`src/rtl/trk_pkg.sv`:
```
package trk_pkg;
   typedef enum logic {
      RES_FINE   = 1'b0,
      RES_COARSE = 1'b1
   } res_mode_t;

   // positions inside the synchronized status vector
   localparam int unsigned SB_RATE = 0;
   localparam int unsigned SB_REF  = 1;
   localparam int unsigned SB_SIG  = 2;
   localparam int unsigned SB_BUSY = 3;
   localparam int unsigned SB_SEL  = 4;
   localparam int unsigned SB_W    = 5;
endpackage

```
`src/rtl/trk_sync_chain.sv`:
```
module trk_sync_chain #(
   parameter int unsigned WIDTH  = 1,
   parameter int unsigned STAGES = 2
) (
   input  logic             clk,
   input  logic             rst,
   input  logic [WIDTH-1:0] din,
   output logic [WIDTH-1:0] dout
);
   generate
      if (STAGES < 2) begin : g_bad
         $error("trk_sync_chain: STAGES must be at least 2");
      end
   endgenerate

   logic [WIDTH-1:0] stage_q [STAGES];

   genvar gi;
   generate
      for (gi = 0; gi < STAGES; gi++) begin : g_stage
         if (gi == 0) begin : g_first
            always_ff @(posedge clk) begin
               if (rst) stage_q[gi] <= '0;
               else     stage_q[gi] <= din;
            end
         end else begin : g_next
            always_ff @(posedge clk) begin
               if (rst) stage_q[gi] <= '0;
               else     stage_q[gi] <= stage_q[gi-1];
            end
         end
      end
   endgenerate

   assign dout = stage_q[STAGES-1];
endmodule

```
`src/rtl/trk_res_latch.sv`:
```
module trk_res_latch
   import trk_pkg::*;
(
   input  logic      clk,
   input  logic      rst,
   input  logic      busy_s,
   input  logic      sel_s,
   output res_mode_t mode,
   output logic      busy_fall
);
   logic busy_d;

   always_ff @(posedge clk) begin
      if (rst) busy_d <= 1'b0;
      else     busy_d <= busy_s;
   end

   assign busy_fall = busy_d & ~busy_s;

   always_ff @(posedge clk) begin
      if (rst)            mode <= RES_FINE;
      else if (busy_fall) mode <= res_mode_t'(sel_s);
   end

   AST_MODE_ONLY_ON_FALL: assert property (@(posedge clk) disable iff (rst)
      !busy_fall |=> $stable(mode));
endmodule

```
`src/rtl/trk_err_cmp.sv`:
```
module trk_err_cmp
   import trk_pkg::*;
#(
   parameter int unsigned ERR_W        = 16,
   parameter int unsigned THRESH       = 180,
   parameter int unsigned COARSE_SHIFT = 2
) (
   input  logic             clk,
   input  logic             rst,
   input  logic [ERR_W-1:0] err,
   input  res_mode_t        mode,
   output logic             over
);
   localparam logic [ERR_W-1:0] NEG_MIN = {1'b1, {(ERR_W-1){1'b0}}};
   localparam logic [ERR_W-1:0] POS_MAX = {1'b0, {(ERR_W-1){1'b1}}};
   localparam logic [ERR_W-1:0] LIMIT  = ERR_W'(THRESH);

   generate
      if (THRESH >= (1 << (ERR_W - 1))) begin : g_bad_thr
         $error("trk_err_cmp: THRESH does not fit the error width");
      end
      if (COARSE_SHIFT >= ERR_W) begin : g_bad_shift
         $error("trk_err_cmp: COARSE_SHIFT too large");
      end
   endgenerate

   logic [ERR_W-1:0] mag;
   logic [ERR_W-1:0] scaled;

   always_comb begin
      if (!err[ERR_W-1])     mag = err;
      else if (err == NEG_MIN) mag = POS_MAX;
      else                   mag = ~err + 1'b1;
   end

   assign scaled = (mode == RES_COARSE) ? (mag >> COARSE_SHIFT) : mag;

   always_ff @(posedge clk) begin
      if (rst) over <= 1'b0;
      else     over <= (scaled > LIMIT);
   end

   AST_NEG_MIN_FAULTS: assert property (@(posedge clk) disable iff (rst)
      (err == NEG_MIN) |=> over);
   AST_ZERO_CLEAN: assert property (@(posedge clk) disable iff (rst)
      (err == '0) |=> !over);
endmodule

```
`src/rtl/trk_flag_ctl.sv`:
```
module trk_flag_ctl #(
   parameter int unsigned SETTLE_CYC = 4
) (
   input  logic clk,
   input  logic rst,
   input  logic fault,
   output logic flag
);
   localparam int unsigned CNT_W = (SETTLE_CYC < 2) ? 1 : $clog2(SETTLE_CYC);
   localparam logic [CNT_W-1:0] CNT_LAST = CNT_W'(SETTLE_CYC - 1);

   generate
      if (SETTLE_CYC < 1) begin : g_bad
         $error("trk_flag_ctl: SETTLE_CYC must be at least 1");
      end
   endgenerate

   logic [CNT_W-1:0] quiet_cnt;

   always_ff @(posedge clk) begin
      if (rst) begin
         flag      <= 1'b0;
         quiet_cnt <= '0;
      end else if (fault) begin
         flag      <= 1'b1;
         quiet_cnt <= '0;
      end else if (flag) begin
         if (quiet_cnt == CNT_LAST) begin
            flag      <= 1'b0;
            quiet_cnt <= '0;
         end else begin
            quiet_cnt <= quiet_cnt + 1'b1;
         end
      end
   end

   AST_FAULT_SETS: assert property (@(posedge clk) disable iff (rst)
      fault |=> flag);
   AST_CLEAR_AFTER_QUIET: assert property (@(posedge clk) disable iff (rst)
      $fell(flag) |-> $past(!fault));
   AST_CNT_BOUND: assert property (@(posedge clk) disable iff (rst)
      quiet_cnt <= CNT_LAST);
endmodule

```
`src/rtl/trk_health_mon.sv`:
```
module trk_health_mon
   import trk_pkg::*;
#(
   parameter int unsigned ERR_W        = 16,
   parameter int unsigned THRESH       = 180,
   parameter int unsigned COARSE_SHIFT = 2,
   parameter int unsigned SETTLE_CYC   = 4,
   parameter int unsigned SYNC_STAGES  = 2
) (
   input  logic             clk,
   input  logic             rst,
   input  logic [ERR_W-1:0] loop_err,
   input  logic             sig_lost,
   input  logic             ref_lost,
   input  logic             rate_fault,
   input  logic             res_sel,
   input  logic             busy,
   output logic             health_flag,
   output logic             res_coarse
);
   logic [SB_W-1:0] st_raw;
   logic [SB_W-1:0] st_s;
   res_mode_t       mode;
   logic            busy_fall;
   logic            err_over;
   logic            fault_any;

   always_comb begin
      st_raw          = '0;
      st_raw[SB_RATE] = rate_fault;
      st_raw[SB_REF]  = ref_lost;
      st_raw[SB_SIG]  = sig_lost;
      st_raw[SB_BUSY] = busy;
      st_raw[SB_SEL]  = res_sel;
   end

   trk_sync_chain #(.WIDTH(SB_W), .STAGES(SYNC_STAGES)) u_sync (
      .clk (clk),
      .rst (rst),
      .din (st_raw),
      .dout(st_s)
   );

   trk_res_latch u_res (
      .clk      (clk),
      .rst      (rst),
      .busy_s   (st_s[SB_BUSY]),
      .sel_s    (st_s[SB_SEL]),
      .mode     (mode),
      .busy_fall(busy_fall)
   );

   trk_err_cmp #(
      .ERR_W       (ERR_W),
      .THRESH      (THRESH),
      .COARSE_SHIFT(COARSE_SHIFT)
   ) u_cmp (
      .clk (clk),
      .rst (rst),
      .err (loop_err),
      .mode(mode),
      .over(err_over)
   );

   assign fault_any = err_over | st_s[SB_SIG] | st_s[SB_REF] | st_s[SB_RATE];

   trk_flag_ctl #(.SETTLE_CYC(SETTLE_CYC)) u_flag (
      .clk  (clk),
      .rst  (rst),
      .fault(fault_any),
      .flag (health_flag)
   );

   assign res_coarse = (mode == RES_COARSE);

   AST_RES_NEEDS_FALL: assert property (@(posedge clk) disable iff (rst)
      (res_coarse != $past(res_coarse)) |-> $past(busy_fall));
   AST_SYNC_FAULT_FLAGS: assert property (@(posedge clk) disable iff (rst)
      (st_s[SB_SIG] | st_s[SB_REF] | st_s[SB_RATE]) |=> health_flag);
endmodule

```
`config.mk`:
```
export PLATFORM = sky130hd
export DESIGN_NAME = trk_health_mon
export DESIGN_NICKNAME = d
export VERILOG_FILES = /design/src/rtl/trk_pkg.sv /design/src/rtl/trk_sync_chain.sv /design/src/rtl/trk_res_latch.sv /design/src/rtl/trk_err_cmp.sv /design/src/rtl/trk_flag_ctl.sv /design/src/rtl/trk_health_mon.sv
export SDC_FILE = /design/constraint.sdc
export NUM_CORES = 1
export LEC_CHECK = 0
export BUFFER_PORTS_ARGS = -buffer_cell sky130_fd_sc_hd__buf_2
export CORE_MARGIN = 10
export CORE_UTILIZATION = 56
export DETAILED_ROUTE_END_ITERATION = 8
export HOLD_SLACK_MARGIN = 0.12
export PLACE_DENSITY = 0.83
export SLEW_MARGIN = 20
export SYNTH_ARGS = -nofsm -noshare
export SYNTH_HDL_FRONTEND = slang
export SYNTH_SLANG_ARGS = --single-unit
export TNS_END_PERCENT = 20
```
`constraint.sdc`:
```
create_clock -name clk -period 2.7 [get_ports clk]
set_input_delay 0.135 -clock clk [delete_from_list [all_inputs] [get_ports clk]]
set_output_delay 0.135 -clock clk [all_outputs]
set_load 0.03 [all_outputs]
```
==> metrics.yaml <==
outcome:
  status: "finished clean"
place:
  dp_hpwl_mm: 1.91
  gp_congestion: 0.943
  port_buffers: 24
  placed_area_mm2: 0.00117
  place_ws_ns: 0.576
power:
  clkPwrFrac: 0.299
  switchingPower_w: 0.000138
  vdd_drop_max_mv: 0.412
  power_frac_seq: 0.487
  swShare: 0.267
  p_leak_nw: 0.520
  p_int_w: 0.000379
  power_density_mw_per_mm2: 410
  comb_power_share: 0.214
sta:
  layout_setup_ws_ns: 0.859
  skew_ns: 0.00363
  rsz0062_at_grt: "no"
  maxSlewHeadroom: 0.675
  clock.fmax_mhz: 543
  fin_crit_sh: 0.682
  worst_slew_pin_slew_ns: 0.482
  setup_violations: 0
  period_needed_ns: 1.84
  timing.final.max_slew_violations: 0
  finalHoldViolations: 0
  fin_tns_setup_ns: 0
  timing.hold.ws_ns: 0.201
global_routing:
  track_usage: 0.123
  grt_max_degree: 26
  grt_pass1_wl_mm: 4.25
  overflow: 0
  grt_antenna_before_repair: 0
  grt_pass1_vias: 1014
clocking:
  clockBufferDepth: 2
  clk-insertion-delay-late_ns: 0.28
  clock-sinks: 16
  htree_levels: 1
  post_cts_buffers: 0
  cts_buffers: 3
  cts_resized: 0
  cts_root_buffer: "clkbuf_4"
  clk_pin_slew_ns: 0.09
  cts_hold_buf: 5
  cts_tree: "done"
yosys:
  syn_avg_cell_area_um2: 7.77
  synth_cell_types: 40
  yosys.area_share.xor_xnor: 0.0247
  synthMuxAreaShare: 0.0388
  synth_top_family_by_area: "simple AND/OR/NAND/NOR gates"
  syn-cell-area_mm2: 0.00106
  ys_seq_elements: 16
  synth_simple_gate_area_frac: 0.320
  syn-instance-count: 137
  syn_nets: 162
  synth-compound-area-share: 0.228
  ys_seq_area_frac: 0.301
  synthAdderAreaFrac: 0.0235
  yosysWarningCount: 0
floorplanning:
  io_pins: 25
  die_w_um: 63.6
  std_cell_rows: 15
  die_area_mm2: 0.00405
  start_util: 0.604
  coreArea_mm2: 0.00176
  fp.dieH_um: 63.6
finish:
  nets: 187
  finalInstanceArea_mm2: 0.00126
  n_antenna_cell: 0
  syn_to_final_growth_pct: 18.3
  drive_gt1_frac: 0.199
  layout_commonest_cell: "buf_2"
  register_area_um2: 320
  n_fill_cell: 156
  final_cell_mix: "buf_2, dfxtp_1, nor2b_1"
  multi_input_area_um2: 676
worst_setup_path:
  endpoint_kind: "flip-flop"
  cp-start-kind: "input pin"
  slowest_delay_ns: 0.51
  crit_arrival_ns: 2.08
  critical_path_class: "input pin to flip-flop"
  reg2reg_slack_ns: 1.15
  crit_fanout: 6
  slowest_stage: "or4_1"
  worstPathCellList: "buf_2 -> inv_1 -> ha_1 -> nand2b_1 -> or4_1 -> o31ai_1 -> a2bb2oi_1 -> a221oi_1 -> a211o_1"
  required_ns: 2.94
drt:
  via_per_inst: 5.98
  firstDrtPassIters: 4
  wl_mm: 2.54
  drt_iter0_markers: 63
  wl_per_cell_um: 13.7
  antenna_left: 0
  vias: 1113
  drc: 0
worst_hold_path:
  hold_class: "input pin to flip-flop"
run:
  max-cap-violations: 0
==> path summary, 6_finish.rpt <==
kind	from	endpoint	cells after the start
worst min register to register	u_sync.stage_q[0][2]$_SDFF_PP0_	u_sync.stage_q[1][2]$_SDFF_PP0_	1
worst max register to register	u_res.mode$_SDFFE_PP0P_	u_cmp.over$_SDFF_PP0_	5
worst min-delay path	rst	u_res.mode$_SDFFE_PP0P_	2
worst max-delay path	loop_err[0]	u_cmp.over$_SDFF_PP0_	9
==> through the flow <==
step / instances / util / total power, W
global placement: 177 / 0.665 / 0.000356
floorplan: 137 / - / 0.000325
detailed placement: 177 / 0.665 / 0.000361
global route: 186 / 0.714 / 0.000550
CTS: 186 / 0.714 / 0.000516
finish: 186 / 0.714 / 0.000517
==> cell usage after synthesis (all sizes together) <==
cell | instances | area share
dfxtp | 16 | 0.30
nor2b | 12 | 0.071
nor3 | 8 | 0.038
o21ai | 8 | 0.038
clkbuf | 7 | 0.025
inv | 7 | 0.025
nor2 | 7 | 0.025
nand2 | 6 | 0.021
nand3 | 6 | 0.028
a21oi | 5 | 0.023
nor4 | 5 | 0.029
a31oi | 4 | 0.023
o22ai | 4 | 0.023
or4 | 4 | 0.028
mux2i | 3 | 0.028
nand3b | 3 | 0.021
xor2 | 3 | 0.025
a221oi | 2 | 0.016
buf | 2 | 0.015
ha | 2 | 0.023
nand2b | 2 | 0.012
o31ai | 2 | 0.014
o41ai | 2 | 0.016
or2 | 2 | 0.012
or3 | 2 | 0.016
a211o | 1 | 0.0082
a211oi | 1 | 0.0071
a21boi | 1 | 0.0071
a2bb2oi | 1 | 0.0082
a41oi | 1 | 0.0082
and2b | 1 | 0.0071
and3 | 1 | 0.0059
mux2 | 1 | 0.011
nand4 | 1 | 0.0059
o2111ai | 1 | 0.0082
o21a | 1 | 0.0071
o31a | 1 | 0.0082
o41a | 1 | 0.011
==> cells by family after synthesis <==
| kind of cell | Yosys count |
|---|---|
| buffers and inverters | 16 |
| muxes | 4 |
| xor gates and xnor gates | 3 |
| AOI/OAI and AO/OA | 36 |
| adders and majority gates | 2 |
| and+or+nand+nor | 60 |
| DFF | 16 |
==> worst max-delay path: cells and delay by family <==
kind | cells | cell delay, ns
buffers and inverters | 2 | 0.18
adder cells (fa/ha/maj) | 1 | 0.20
AO/OA/AOI/OAI | 4 | 0.87
AND/OR/NAND/NOR | 2 | 0.68
==> state kept, by name, summed over array words and instances (netlist names) <==
signal	count
u_cmp.over	1
u_flag.flag	1
u_flag.quiet_cnt	2
u_res.busy_d	1
u_res.mode	1
u_sync.stage_q	10
==> per-layer routing <==
metal  wire length [um]  track usage  part of all wire
met1               1070        0.136              0.42
met2               1280        0.220              0.50
met3                167       0.0424             0.066
met4                 17       0.0246            0.0067
met5                  0            0                 0
==> power by group through the flow <==
stage	Clock, W	Sequential [W]	Combinational, W
after floorplan	0	0.000258	0.0000660
after global placement	0	0.000257	0.0000994
after detailed placement	0	0.000257	0.000104
after CTS	0.000155	0.000252	0.000110
after global routing	0.000173	0.000253	0.000124
final	0.000155	0.000251	0.000110
==> layout make-up <==
| type | instances | share of cell area |
|---|---|---|
| Inverter | 7 | 0.0209 |
| Tap cell | 25 | 0.0248 |
| Clock buffer | 4 | 0.0288 |
| Sequential cell | 16 | 0.254 |
| Timing Repair Buffer | 29 | 0.135 |
| Multi-Input combinational cell | 105 | 0.536 |
Note: power is estimated with default switching activity, not from simulation.
